**config.mk**
```make
export PLATFORM = sky130hd
export DESIGN_NAME = bf16_narrow_top
export DESIGN_NICKNAME = d
export VERILOG_FILES = /design/src/rtl/bf16_narrow_top.sv
export SDC_FILE = /design/constraint.sdc
export NUM_CORES = 1
export LEC_CHECK = 0
export ABC_AREA = 1
export BUFFER_PORTS_ARGS = -buffer_cell sky130_fd_sc_hd__buf_2
export CORE_MARGIN = 4
export CORE_UTILIZATION = 30
export CTS_CLUSTER_SIZE = 20
export DETAILED_ROUTE_END_ITERATION = 10
export REMOVE_ABC_BUFFERS = 1
export SYNTH_ARGS = -nofsm -noshare
export SYNTH_HDL_FRONTEND = slang
export SYNTH_SLANG_ARGS = --single-unit
```
**constraint.sdc**
```tcl
create_clock -name clk -period 0.8 [get_ports clk]
set_input_delay 0 -clock clk [delete_from_list [all_inputs] [get_ports clk]]
set_output_delay 0 -clock clk [all_outputs]
set_load 0.005 [all_outputs]
```
**src/rtl/bf16_narrow_top.sv**
```systemverilog
module bf16_narrow_top #(
  parameter int VL = 128
) (
  input  logic          clk,
  input  logic          rst_n,
  input  logic [VL-1:0] src_vec,
  input  logic [VL-1:0] dst_old,
  input  logic [VL/8-1:0] pred,
  input  logic [1:0]    rmode,
  input  logic          ftz,
  input  logic          dnan,
  output logic [VL-1:0] dst_new,
  output logic [4:0]    exc
);
  localparam int LANES = VL / 32;

  function automatic logic [20:0] cvt(input logic [31:0] x, input logic [1:0] rm,
                                      input logic fz, input logic dn);
    logic        s, g, st, lsb, inx, inc;
    logic [7:0]  ex;
    logic [22:0] m;
    logic [14:0] sum;
    logic [15:0] r;
    logic [4:0]  fl;
    s   = x[31];
    ex  = x[30:23];
    m   = x[22:0];
    g   = m[15];
    st  = |m[14:0];
    lsb = m[16];
    inx = g | st;
    fl  = '0;
    case (rm)
      2'd0:    inc = g & (st | lsb);
      2'd1:    inc = !s & inx;
      2'd2:    inc = s & inx;
      default: inc = 1'b0;
    endcase
    sum = {ex, m[22:16]} + {14'd0, inc};
    if (ex == 8'hFF) begin
      if (m != '0) begin
        r     = dn ? 16'h7FC0 : {s, 8'hFF, 1'b1, m[21:16]};
        fl[0] = !m[22];
      end else begin
        r = {s, 8'hFF, 7'd0};
      end
    end else if (ex == 8'd0 && m != '0 && fz) begin
      r     = {s, 15'd0};
      fl[4] = 1'b1;
    end else begin
      r     = {s, sum};
      fl[3] = inx;
      fl[1] = (sum[14:7] == 8'hFF);
      fl[2] = (ex == 8'd0) && inx;
    end
    return {fl, r};
  endfunction

  logic [20:0]   res [LANES];
  logic [VL-1:0] nxt;
  logic [4:0]    nxt_exc;
  logic          live_q;
  logic          unused_pred_bits;

  assign unused_pred_bits = ^pred;

  for (genvar e = 0; e < LANES; e++) begin : g_lane
    assign res[e] = cvt(src_vec[32*e +: 32], rmode, ftz, dnan);
  end

  always_comb begin
    nxt     = dst_old;
    nxt_exc = '0;
    for (int e = 0; e < LANES; e++) begin
      if (pred[4*e]) begin
        nxt[32*e+16 +: 16] = res[e][15:0];
        nxt_exc            = nxt_exc | res[e][20:16];
      end
    end
  end

  always_ff @(posedge clk or negedge rst_n) begin
    if (!rst_n) begin
      dst_new <= '0;
      exc     <= '0;
      live_q  <= 1'b0;
    end else begin
      dst_new <= nxt;
      exc     <= nxt_exc;
      live_q  <= 1'b1;
    end
  end

  for (genvar e = 0; e < LANES; e++) begin : g_chk
    p_even_keep_r1: assert property (@(posedge clk) disable iff (!rst_n)
      live_q |-> dst_new[32*e +: 16] == $past(dst_old[32*e +: 16]));
    p_inactive_hold_r2: assert property (@(posedge clk) disable iff (!rst_n)
      (live_q && !$past(pred[4*e])) |-> dst_new[32*e+16 +: 16] == $past(dst_old[32*e+16 +: 16]));
    p_default_nan_r5: assert property (@(posedge clk) disable iff (!rst_n)
      (live_q && $past(pred[4*e]) && $past(dnan) &&
       dst_new[32*e+23 +: 8] == 8'hFF && dst_new[32*e+16 +: 7] != 7'd0)
      |-> dst_new[32*e+16 +: 16] == 16'h7FC0);
  end

  p_ovf_inexact_r4: assert property (@(posedge clk) disable iff (!rst_n)
    exc[1] |-> exc[3]);
  p_ftz_no_underflow_r6: assert property (@(posedge clk) disable iff (!rst_n)
    (live_q && $past(ftz)) |-> !exc[2]);
  p_idle_flags_r8: assert property (@(posedge clk) disable iff (!rst_n)
    (live_q && $past(pred) == '0) |-> exc == 5'd0);
endmodule

```
==> results.txt <==
In the final routed layout, each cell accounts on average for around 17 microns. The area of the core region came out at around 0.022 sq mm. The via-per-instance ratio is between 4 and 5. Setup violations remaining at the end of the flow were counted as between 150 and 200. The overall die area is approximately 0.025 sq mm.

The count of unresolved DRC violations after routing is 0. The number of buffers inserted for hold repair after clock tree synthesis came out at 143. Of the total synthesized cell area, the portion taken by AND, OR, NAND and NOR gates is 34.7%.

The timing startpoint of the critical path is src_vec[96]. The final design utilization came out at approximately 67%. The number of enable flip-flop cells after synthesis came out at 0. Derived from the worst setup path, the maximum achievable clock frequency is 561 MHz. The global-route wire length before repair came out at 50.1 mm. For this run, the leading register cell type out of synthesis is sky130_fd_sc_hd__dfrtp_1. The final-stage net count is a little under 2,000.

The flow ran to the end, but the final reports show violations. The number of global-route vias before repair is roughly 9,400. The number of warnings issued by yosys came out at 0. For this run, the register share of the synthesized area comes to about half.

The xor-xnor portion of the synthesized cell area is around 2.4%. The final worst hold slack came out at -0.0508 ns. TritonCTS built the clock tree. The power after layout is between 15,000 and 20,000 uW. The initial core utilization came out at ~31%. The combinational family with the most area after synthesis is simple AND/OR/NAND/NOR gates. The number of library cell types mapped by synthesis came out at 37. The initial antenna violation count came to 4. The worst setup path is launched from an input port. The total overflow reported by the global router is 0. The global-route total usage across every layer is between 20% and 30%. Summing the areas of all compound-gate instances in the mapped netlist gives just under 7% of the synthesized area. The highest ir drop seen on vdd came out at roughly 0.94 mV. The buffer levels on the longest clock path is 2. The leakage power came out at between 0.007 and 0.008 uW. The average footprint of a synthesized cell is roughly 7.9 sq um. After detailed routing, the total wire length is around 34 mm. Summed over all failing endpoints, the final setup total negative slack is -54.66 ns.

The share of synthesized cell area in full adder, half adder and majority cells came out at just over 2%. The clock root buffer master is sky130_fd_sc_hd__clkbuf_16. The violation count after the first detailed-routing iteration is 359. The number of top-level design ports came out at ~410. The critical path in this run is classified as input port to register. The number of pins with negative max-slew slack in the final report came out at 0.

The count of buffers from port buffering came out at between 300 and 400. The layout overhead on the synthesized area is 117%. The vertical die dimension came out at 159 microns. The portion of netlist area occupied by mux cells is 0%. Setup repair after global routing could not meet its margin everywhere. Measured against its own limit, the worst slew margin works out to between 70% and 80%. The library cells used most frequently in the layout, excluding fill and tap cells, are sky130_fd_sc_hd__buf_2 (364), sky130_fd_sc_hd__buf_4 (174), sky130_fd_sc_hd__nand2_1 (150). The setup slack after layout is -0.982 ns.

The clock period minus worst slack is 1.78 ns. The share of synthesized area in the top cell type comes to between 40 and 50%. The number of hold-slack violations in the final timing report is 11. The slew at the pin closest to its max-slew limit is roughly 0.43 ns. The power per cell area came out at ~1300 mW/mm^2. The clock input transition at the sequential cells of the worst setup and hold paths is 0.07 ns.

The data required time at the worst endpoint came out at approximately 1.2 ns. The post-route netlist has a little under three fifths of its cells at a drive strength greater than 1. The post-route fraction of the period consumed by the critical path came out at 223%. The iteration count of the initial detailed-routing pass is 9.

The number of sinks on the clock net is 133. Data on the critical path arrives at its endpoint at ~2.1 ns. The detailed-placement wirelength estimate is 23.7 mm. The count of maximum capacitance violations is 0. The TritonCTS buffer count is 17. Of all cell types, the one taking the most synthesized area is sky130_fd_sc_hd__dfrtp_1. The netlist area before placement is between 0.006 and 0.007 sq mm. The synthesized instance count came out at 864.

Counting flops and latches in the post-synthesis netlist gives about 130. At the end of routability-driven placement, the weighted congestion stood at about 0.91. The detailed-route via count came out at ~9,000. The floorplan has 54 rows.

By area the synthesized netlist is led by sky130_fd_sc_hd__dfrtp_1 (49%), sky130_fd_sc_hd__nand2_1 (12%), sky130_fd_sc_hd__nor2_1 (8.0%). Leaving out fill and tap cells, the most frequent cell in the layout is sky130_fd_sc_hd__buf_2. The checks that failed: negative hold slack, negative setup slack. The worst setup path is captured at a register.

The remaining antenna violation count came out at 0. Entering global routing, the biggest net connects 61 pins. The path class of the tightest hold or removal check is input port to async pin. The die width came out at around 160 microns.

The share of flip-flops with an asynchronous set or reset after synthesis came out at 100%. The number of H-tree levels came out at 4. The worst-path maximum fanout is 3.
[synth_stat cells, types with 2 or more instances]
| master | number |
|---|---|
| sky130_fd_sc_hd__a21oi_1 | 31 |
| sky130_fd_sc_hd__a31oi_1 | 17 |
| sky130_fd_sc_hd__buf_2 | 3 |
| sky130_fd_sc_hd__clkbuf_1 | 9 |
| sky130_fd_sc_hd__clkinv_1 | 2 |
| sky130_fd_sc_hd__dfrtp_1 | 133 |
| sky130_fd_sc_hd__ha_1 | 11 |
| sky130_fd_sc_hd__inv_1 | 67 |
| sky130_fd_sc_hd__inv_2 | 7 |
| sky130_fd_sc_hd__nand2_1 | 212 |
| sky130_fd_sc_hd__nand2_2 | 10 |
| sky130_fd_sc_hd__nand3_1 | 86 |
| sky130_fd_sc_hd__nand3_2 | 5 |
| sky130_fd_sc_hd__nand3b_1 | 2 |
| sky130_fd_sc_hd__nand4_1 | 33 |
| sky130_fd_sc_hd__nor2_1 | 145 |
| sky130_fd_sc_hd__nor2_2 | 15 |
| sky130_fd_sc_hd__nor2_4 | 2 |
| sky130_fd_sc_hd__nor3_1 | 9 |
| sky130_fd_sc_hd__nor3_2 | 2 |
| sky130_fd_sc_hd__nor4_1 | 4 |
| sky130_fd_sc_hd__o211ai_1 | 11 |
| sky130_fd_sc_hd__o21ai_0 | 8 |
| sky130_fd_sc_hd__o21ai_1 | 4 |
| sky130_fd_sc_hd__o221ai_1 | 2 |
| sky130_fd_sc_hd__o22ai_1 | 4 |
| sky130_fd_sc_hd__or2_2 | 3 |
| sky130_fd_sc_hd__xnor2_1 | 7 |
| sky130_fd_sc_hd__xor2_1 | 12 |
[registers in the layout, indices dropped and copies added (netlist names)]
| register | cells |
|---|---|
| dst_new | 128 |
| exc | 5 |
[stage by stage]
step / std cells / cell area [sq um] / setup WS (ns)
2_1_floorplan: 851 / 6760 / -1.16
3_5_place_dp: 1737 / 10700 / -1.69
4_1_cts: 1936 / 13900 / -0.843
3_3_place_gp: 1737 / 10700 / -1.62
6_report: 1943 / 14800 / -0.982
5_1_grt: 1943 / 14800 / -1.10
[power by group]
group,switching (uW),internal (uW)
Sequential,122,7150
Clock,3490,4190
Combinational,2300,2630
Total,5910,14000
[worst max-delay path, cell delays in order]
cell	delay, ns
sky130_fd_sc_hd__buf_2	0.11
sky130_fd_sc_hd__nor2_1	0.07
sky130_fd_sc_hd__nand2_1	0.10
sky130_fd_sc_hd__nor2_2	0.16
sky130_fd_sc_hd__nand2_2	0.12
sky130_fd_sc_hd__o211ai_1	0.27
sky130_fd_sc_hd__a21oi_4	0.10
sky130_fd_sc_hd__ha_4	0.19
sky130_fd_sc_hd__ha_4	0.17
sky130_fd_sc_hd__nand3_4	0.10
sky130_fd_sc_hd__nor2_4	0.04
sky130_fd_sc_hd__nand2_2	0.08
sky130_fd_sc_hd__buf_4	0.12
sky130_fd_sc_hd__nand2_2	0.06
sky130_fd_sc_hd__nor3_2	0.21
sky130_fd_sc_hd__nand3_1	0.12
sky130_fd_sc_hd__nand4_1	0.11
[kinds of logic (layout without fill, tap and decap cells)]
| group | count (synthesis) | in the layout |
|---|---|---|
| adder cells (fa/ha/maj) | 11 | 11 |
| other | 0 | 4 |
| buffers and inverters | 89 | 884 |
| AO/OA/AOI/OAI | 80 | 80 |
| AND/OR/NAND/NOR | 532 | 532 |
| flip-flops | 133 | 133 |
| XOR/XNOR | 19 | 19 |
[metal layers]
layer  up-vias  part of all wire [%]  global-route usage, %
met2       397                    55                   47.3
met4         0                   2.9                   8.88
met3        59                   5.2                   4.15
met5         -                     0                      0
li1       4444                     -                      -
met1      4324                    37                   27.6
[final timing paths]
| kind | end |
|---|---|
| hold / removal | dst_new[24] |
| max in group asynchronous | dst_new[97] |
| min in group clk | dst_new[25] |
| setup / recovery | exc[1] |
[area by class of cell]
cell class,count,area [sq um]
multi-input cells,642,4570
inverters,76,310
fillers,1725,7280
diodes,4,10.0
clock buffers,18,439
clock inverters,14,134
repair buffers,776,5680
flip-flops and latches,133,3330
well taps,280,350
[repair_timing]
| item | in CTS | in global routing |
|---|---|---|
| buffers inserted | 50 | 30 |
| resized for setup | 224 | 223 |
| pin swaps | 134 | 170 |
| endpoints found under the setup margin | 200 | 202 |
| endpoints found under the hold margin | 262 | 10 |
(Power assumes the default switching activity.)
